<file path="config.mk">
export PLATFORM = sky130hd
export DESIGN_NAME = cpl_link_port
export DESIGN_NICKNAME = d
export VERILOG_FILES = /design/src/rtl/cpl_pkg.sv /design/src/rtl/cpl_sync.sv /design/src/rtl/cpl_byte_queue.sv /design/src/rtl/cpl_link_port.sv
export SDC_FILE = /design/constraint.sdc
export NUM_CORES = 1
export LEC_CHECK = 0
export BUFFER_PORTS_ARGS = -buffer_cell sky130_fd_sc_hd__buf_2
export CAP_MARGIN = 20
export CORE_MARGIN = 2
export CORE_UTILIZATION = 35
export CTS_BUF_LIST = sky130_fd_sc_hd__clkbuf_8
export DETAILED_ROUTE_END_ITERATION = 8
export SLEW_MARGIN = 20
export SYNTH_ARGS = -nofsm -noshare
export SYNTH_HDL_FRONTEND = slang
export SYNTH_SLANG_ARGS = --single-unit
</file>
<file path="constraint.sdc">
create_clock -name clk -period 3.26 [get_ports clk]
set_clock_uncertainty 0.05 [all_clocks]
set_input_delay 0.163 -clock clk [delete_from_list [all_inputs] [get_ports clk]]
set_output_delay 0.163 -clock clk [all_outputs]
set_load 0.005 [all_outputs]
</file>
<file path="src/rtl/cpl_pkg.sv">
package cpl_pkg;
    parameter int BYTE_W  = 8;
    parameter int Q_DEPTH = 16;

    typedef struct packed {
        logic wr_mode;
        logic shift_in;
        logic shift_out_n;
    } cp_ctl_t;
endpackage

</file>
<file path="src/rtl/cpl_sync.sv">
module cpl_sync #(
    parameter int N = 3
) (
    input  logic         clk,
    input  logic         rst_n,
    input  logic [N-1:0] async_i,
    output logic [N-1:0] sync_o
);
    typedef struct packed {
        logic [N-1:0] s1;
        logic [N-1:0] s2;
    } sync_st_t;

    sync_st_t st_d, st_q;

    always_comb begin
        st_d    = st_q;
        st_d.s1 = async_i;
        st_d.s2 = st_q.s1;
    end

    always_ff @(posedge clk or negedge rst_n) begin
        if (!rst_n) st_q <= '0;
        else        st_q <= st_d;
    end

    assign sync_o = st_q.s2;
endmodule

</file>
<file path="src/rtl/cpl_byte_queue.sv">
module cpl_byte_queue #(
    parameter int W     = 8,
    parameter int DEPTH = 16
) (
    input  logic         clk,
    input  logic         rst_n,
    input  logic         push_i,
    input  logic [W-1:0] data_i,
    input  logic         pop_i,
    output logic [W-1:0] head_o,
    output logic         full_o,
    output logic         empty_o
);
    localparam int AW = (DEPTH > 1) ? $clog2(DEPTH) : 1;
    localparam int CW = $clog2(DEPTH + 1);

    typedef struct packed {
        logic [AW-1:0] wr;
        logic [AW-1:0] rd;
        logic [CW-1:0] cnt;
    } q_st_t;

    q_st_t st_d, st_q;
    logic [W-1:0] mem [DEPTH];
    logic do_push, do_pop;

    function automatic logic [AW-1:0] bump(input logic [AW-1:0] p);
        return (p == AW'(DEPTH - 1)) ? '0 : p + 1'b1;
    endfunction

    assign full_o  = (st_q.cnt == CW'(DEPTH));
    assign empty_o = (st_q.cnt == '0);
    assign do_push = push_i && !full_o;
    assign do_pop  = pop_i && !empty_o;
    assign head_o  = mem[st_q.rd];

    always_comb begin
        st_d = st_q;
        if (do_push) st_d.wr = bump(st_q.wr);
        if (do_pop)  st_d.rd = bump(st_q.rd);
        case ({do_push, do_pop})
            2'b10:   st_d.cnt = st_q.cnt + 1'b1;
            2'b01:   st_d.cnt = st_q.cnt - 1'b1;
            default: st_d.cnt = st_q.cnt;
        endcase
    end

    always_ff @(posedge clk or negedge rst_n) begin
        if (!rst_n) st_q <= '0;
        else        st_q <= st_d;
    end

    always_ff @(posedge clk) begin
        if (do_push) mem[st_q.wr] <= data_i;
    end

    // occupancy never exceeds the depth
    assert_no_overflow_R7: assert property (@(posedge clk) disable iff (!rst_n)
        st_q.cnt <= CW'(DEPTH));

    // a full queue with no removal stays full and keeps its write pointer
    assert_full_hold_R7: assert property (@(posedge clk) disable iff (!rst_n)
        (full_o && !pop_i) |=> (full_o && $stable(st_q.wr)));

    // an empty queue with no store stays empty
    assert_empty_hold_R8: assert property (@(posedge clk) disable iff (!rst_n)
        (empty_o && !push_i) |=> empty_o);
endmodule

</file>
<file path="src/rtl/cpl_link_port.sv">
module cpl_link_port
    import cpl_pkg::*;
(
    input  logic              clk,
    input  logic              rst_n,
    input  logic              cp_wr_mode_i,
    input  logic              cp_shift_in_i,
    input  logic              cp_shift_out_n_i,
    input  logic [BYTE_W-1:0] cp_data_i,
    output logic [BYTE_W-1:0] cp_data_o,
    output logic              cp_data_oe_o,
    output logic              cp_in_ready_o,
    output logic              cp_out_ready_o,
    input  logic              host_push_i,
    input  logic [BYTE_W-1:0] host_push_data_i,
    input  logic              host_pop_i,
    output logic [BYTE_W-1:0] host_pop_data_o,
    output logic              host_rx_avail_o,
    output logic              host_tx_space_o
);
    typedef struct packed {
        cp_ctl_t           prev;
        logic [BYTE_W-1:0] last;
    } port_st_t;

    port_st_t st_d, st_q;
    cp_ctl_t  ctl_s;
    logic     si_rise, so_fall;
    logic     up_full, up_empty, dn_full, dn_empty;
    logic [BYTE_W-1:0] dn_head;

    cpl_sync #(.N($bits(cp_ctl_t))) u_sync (
        .clk     (clk),
        .rst_n   (rst_n),
        .async_i ({cp_wr_mode_i, cp_shift_in_i, cp_shift_out_n_i}),
        .sync_o  (ctl_s)
    );

    assign si_rise = ctl_s.shift_in && !st_q.prev.shift_in;
    assign so_fall = !ctl_s.shift_out_n && st_q.prev.shift_out_n;

    cpl_byte_queue #(.W(BYTE_W), .DEPTH(Q_DEPTH)) u_up_q (
        .clk     (clk),
        .rst_n   (rst_n),
        .push_i  (si_rise),
        .data_i  (cp_data_i),
        .pop_i   (host_pop_i),
        .head_o  (host_pop_data_o),
        .full_o  (up_full),
        .empty_o (up_empty)
    );

    cpl_byte_queue #(.W(BYTE_W), .DEPTH(Q_DEPTH)) u_dn_q (
        .clk     (clk),
        .rst_n   (rst_n),
        .push_i  (host_push_i),
        .data_i  (host_push_data_i),
        .pop_i   (so_fall),
        .head_o  (dn_head),
        .full_o  (dn_full),
        .empty_o (dn_empty)
    );

    always_comb begin
        st_d      = st_q;
        st_d.prev = ctl_s;
        if (so_fall && !dn_empty) st_d.last = dn_head;
    end

    always_ff @(posedge clk or negedge rst_n) begin
        if (!rst_n) st_q <= '0;
        else        st_q <= st_d;
    end

    assign cp_data_o       = dn_empty ? st_q.last : dn_head;
    assign cp_data_oe_o    = !ctl_s.wr_mode;
    assign cp_in_ready_o   = !up_full;
    assign cp_out_ready_o  = !dn_empty;
    assign host_rx_avail_o = !up_empty;
    assign host_tx_space_o = !dn_full;

    // room disappears only through a coprocessor store edge
    assert_room_fall_R2: assert property (@(posedge clk) disable iff (!rst_n)
        $fell(cp_in_ready_o) |-> $past(si_rise));

    // data appears for the coprocessor only through a host store
    assert_data_rise_R3: assert property (@(posedge clk) disable iff (!rst_n)
        $rose(cp_out_ready_o) |-> $past(host_push_i));

    // data disappears only through a shift-out falling edge
    assert_data_fall_R5: assert property (@(posedge clk) disable iff (!rst_n)
        $fell(cp_out_ready_o) |-> $past(so_fall));

    // the bus value holds while the downward queue stays empty
    assert_bus_hold_R9: assert property (@(posedge clk) disable iff (!rst_n)
        (!cp_out_ready_o && $past(!cp_out_ready_o)) |-> $stable(cp_data_o));
endmodule

</file>
==> results.toml <==
[route]
wl_met2_um = 12000
drtAntennaViolNets = 0
m1WireLength_um = 10850
routed_wl_um = 24720
drt_drc_violations_left = 0
wl_met3_um = 1252
detail_route.wl_per_cell_um = 18.79
drtIter0Drc = 411
avgViaCountPerCell = 4.833
routed.top_layer = "met4"
drt_first_pass_iters = 5
dr_total_vias = 6355

[finish]
area_delta_synth_final_pct = 16.21
diodes = 0
final_cell_area_um2 = 14160
drive_above_1_share_pct = 23.37
layout.cells.most_common = "sky130_fd_sc_hd__edfxtp_1"
core_util_final_pct = 41.11
layout_common_cells = "sky130_fd_sc_hd__edfxtp_1 (256), sky130_fd_sc_hd__nor2_1 (57), sky130_fd_sc_hd__clkbuf_8 (53), sky130_fd_sc_hd__buf_2 (43)"
number_of_fill_cells = 3135
fin_nets = 861

[clock_network]
clock_path_buffers = 3
cts_root_buffer = "sky130_fd_sc_hd__clkbuf_8"
clk_transition_reported_paths_ns = 0.06
htreeDepth = 2
buffers_inserted_during_post_cts_setup_optimization = 0
tritoncts.num_buffers = 50
clock_insertion_delay_worst_skew_ns = 0.59
clock_tree_from_tritoncts = "yes"
clkSinkCount = 298

[floorplan]
floorplan.die.width_um = 190.6
initial_standard_cell_utilization_of_the_core_pct = 35.37
rows = 68
dieHeight_um = 190.6
core_um2 = 34460
io_pins = 44
floorplan.die_area_um2 = 36330

[sta]
setup_tns_ns = 0
fmax_ghz = 0.3239
timing.final.max_slew_violations = 0
setup_viol = 0
final.period_utilization_pct = 94.70
max-slew-margin-rel_pct = 32.14
unrepaired_setup_endpoints_after_global_routing = "no"
layout_setup_ws_ns = 0.1729
worstMarginPinSlew_ns = 1.014
period_needed_ns = 3.087
report.final.hold_viol_count = 0

[grt]
antenna_violations_before_repair = 0
grt.total_usage_pct = 13.99
first_global_vias = 6514
first_pass_grt_wire_length_um = 37940
grt_overflow = 0
pin_count_of_the_biggest_net_entering_global_routing = 47

[setup_path]
critical_path_peak_fanout = 46
critical_path_required_ns = 3.05
setup.worst_path.class = "register to output pin"
worst_ep_arrival_time_ns = 2.87
worst_setup_path_start_kind = "register"
rrSetupSlack_ns = 0.32
critical_path.endpoint_type = "output pin"

[synthesis]
synth-seq-area-share_pct = 71.69
count_of_flip_flops_with_a_built_in_enable_after_synthesis = 256
yosys_warnings = 0
syn_avg_cell_area_um2 = 17.12
syn_area_um2 = 12190
synth.net_count = 754
yosys_register_bits = 298
post_synthesis_async_set_or_reset_flop_share_pct = 14.09
synthesis.instances = 712
ys_dominant_reg_cell = "sky130_fd_sc_hd__edfxtp_1"
post_synth_num_cell_types = 49

[hold_path]
min_path_type = "input port to register"

[place]
gp_congestion = 0.7555
hpwl_um = 15270
dpl_cell_area_um2 = 12990
placement.io_buffers = 43
place_worst_setup_slack_ns = 0.1753

[run]
drv.max_cap_violation_count = 0

[run_status]
outcome = "finished clean"

[power]
pwr_dens_nw_per_um2 = 808.0
leakagePower_nw = 4.986
vdd_ir_drop_max_mv = 0.3770
[critical path, cell delays in order (launching register included)]
cell,delay [ns]
sky130_fd_sc_hd__dfrtp_2,0.69
sky130_fd_sc_hd__buf_12,0.33
sky130_fd_sc_hd__mux4_2,0.55
sky130_fd_sc_hd__nor2_1,0.19
sky130_fd_sc_hd__a2111oi_2,0.08
sky130_fd_sc_hd__nor2_1,0.18
sky130_fd_sc_hd__a21oi_1,0.08
sky130_fd_sc_hd__buf_2,0.15
[per-layer routing]
layer	up-vias	global-route usage, %
li1	2986	-
met1	3170	18.45
met2	154	23.06
met3	45	2.705
met4	0	5.069
met5	-	0
[path summary, 6_finish.rpt]
path / from / to / cells past startpoint
hold reg to reg: u_sync.st_d[1] / u_sync.sync_o[1] / 0
max in group asynchronous: rst_n / u_up_q.st_q[1] / 3
setup / recovery: u_dn_q.st_q[5] / cp_data_o[2] / 7
setup reg to reg: u_up_q.st_q[1] / u_up_q.st_q[4] / 12
min in group asynchronous: rst_n / st_q[5] / 2
hold / removal: host_push_i / u_dn_q.st_q[9] / 3
[cells in the mapped netlist (all sizes together), types with 2 or more instances]
| cell | instances | area (um^2) |
|---|---|---|
| nand2b | 7 | 43.79 |
| nor4 | 2 | 18.77 |
| a21boi | 2 | 15.02 |
| inv | 14 | 52.55 |
| ha | 18 | 225.2 |
| a21oi | 21 | 105.1 |
| nand3 | 6 | 30.03 |
| xnor2 | 8 | 70.07 |
| mux2i | 24 | 240.2 |
| nor2b | 18 | 112.6 |
| nor2 | 57 | 214.0 |
| buf | 27 | 203.9 |
| a21o | 5 | 37.54 |
| o21ai | 29 | 145.1 |
| mux2 | 11 | 123.9 |
| nor3 | 11 | 55.05 |
| a2111oi | 8 | 85.08 |
| a211oi | 24 | 180.2 |
| dfrtp | 42 | 1051 |
| edfxtp | 256 | 7687 |
| clkbuf | 14 | 52.55 |
| nand2 | 39 | 146.4 |
| mux4 | 48 | 1111 |
| xor2 | 6 | 52.55 |
| o21a | 2 | 15.01 |
[registers in the layout, summed over array words and instances, names as in the netlist]
signal         cells
u_up_q.st_q       13
u_sync.sync_o      3
u_sync.st_d        3
u_up_q.mem       128
u_dn_q.st_q       13
u_dn_q.mem       128
st_q              10
[report_power, final]
group | total, mW | leakage [nW] | internal, mW | switching, mW
clock | 3.17 | 0.577 | 1.68 | 1.49
combinational | 3.19 | 1.60 | 1.53 | 1.66
sequential | 5.08 | 2.81 | 4.58 | 0.503
[per-stage QoR]
step | instances | total power, mW | hold WS [ns]
2_1_floorplan | 712 | 7.342 | -0.1826
3_3_place_gp | 1202 | 8.337 | 0.2088
3_5_place_dp | 1202 | 8.378 | 0.2079
4_1_cts | 1315 | 11.60 | 0.04661
5_1_grt | 1315 | 12.12 | 0.1122
6_report | 1315 | 11.45 | 0.07736
[cell families after synthesis]
kind of cell / Yosys count / synth area share [%]
AO/OA/AOI/OAI: 99 / 5.317
XOR/XNOR: 14 / 1.006
adder cells (fa/ha/maj): 19 / 2.012
buffers and inverters: 55 / 2.535
flip-flops: 298 / 71.69
multiplexers: 83 / 12.10
AND/OR/NAND/NOR: 144 / 5.338
[final cells by class]
| cell class | instances | area (um^2) | area share (%) |
|---|---|---|---|
| Sequential cell | 298 | 8741 | 61.71 |
| Clock inverter | 40 | 232.7 | 1.643 |
| Inverter | 14 | 52.55 | 0.3710 |
| Clock buffer | 53 | 729.5 | 5.150 |
| Multi-Input combinational cell | 359 | 3152 | 22.25 |
| Timing Repair Buffer | 96 | 688.2 | 4.858 |
| Tap cell | 455 | 569.3 | 4.019 |
[what timing repair did]
item                                    in CTS  in global routing
resized for setup                            0                  4
hold buffers                                20                  0
endpoints found under the setup margin       0                  4
endpoints found under the hold margin      284                  0
(Power assumes the default switching activity.)
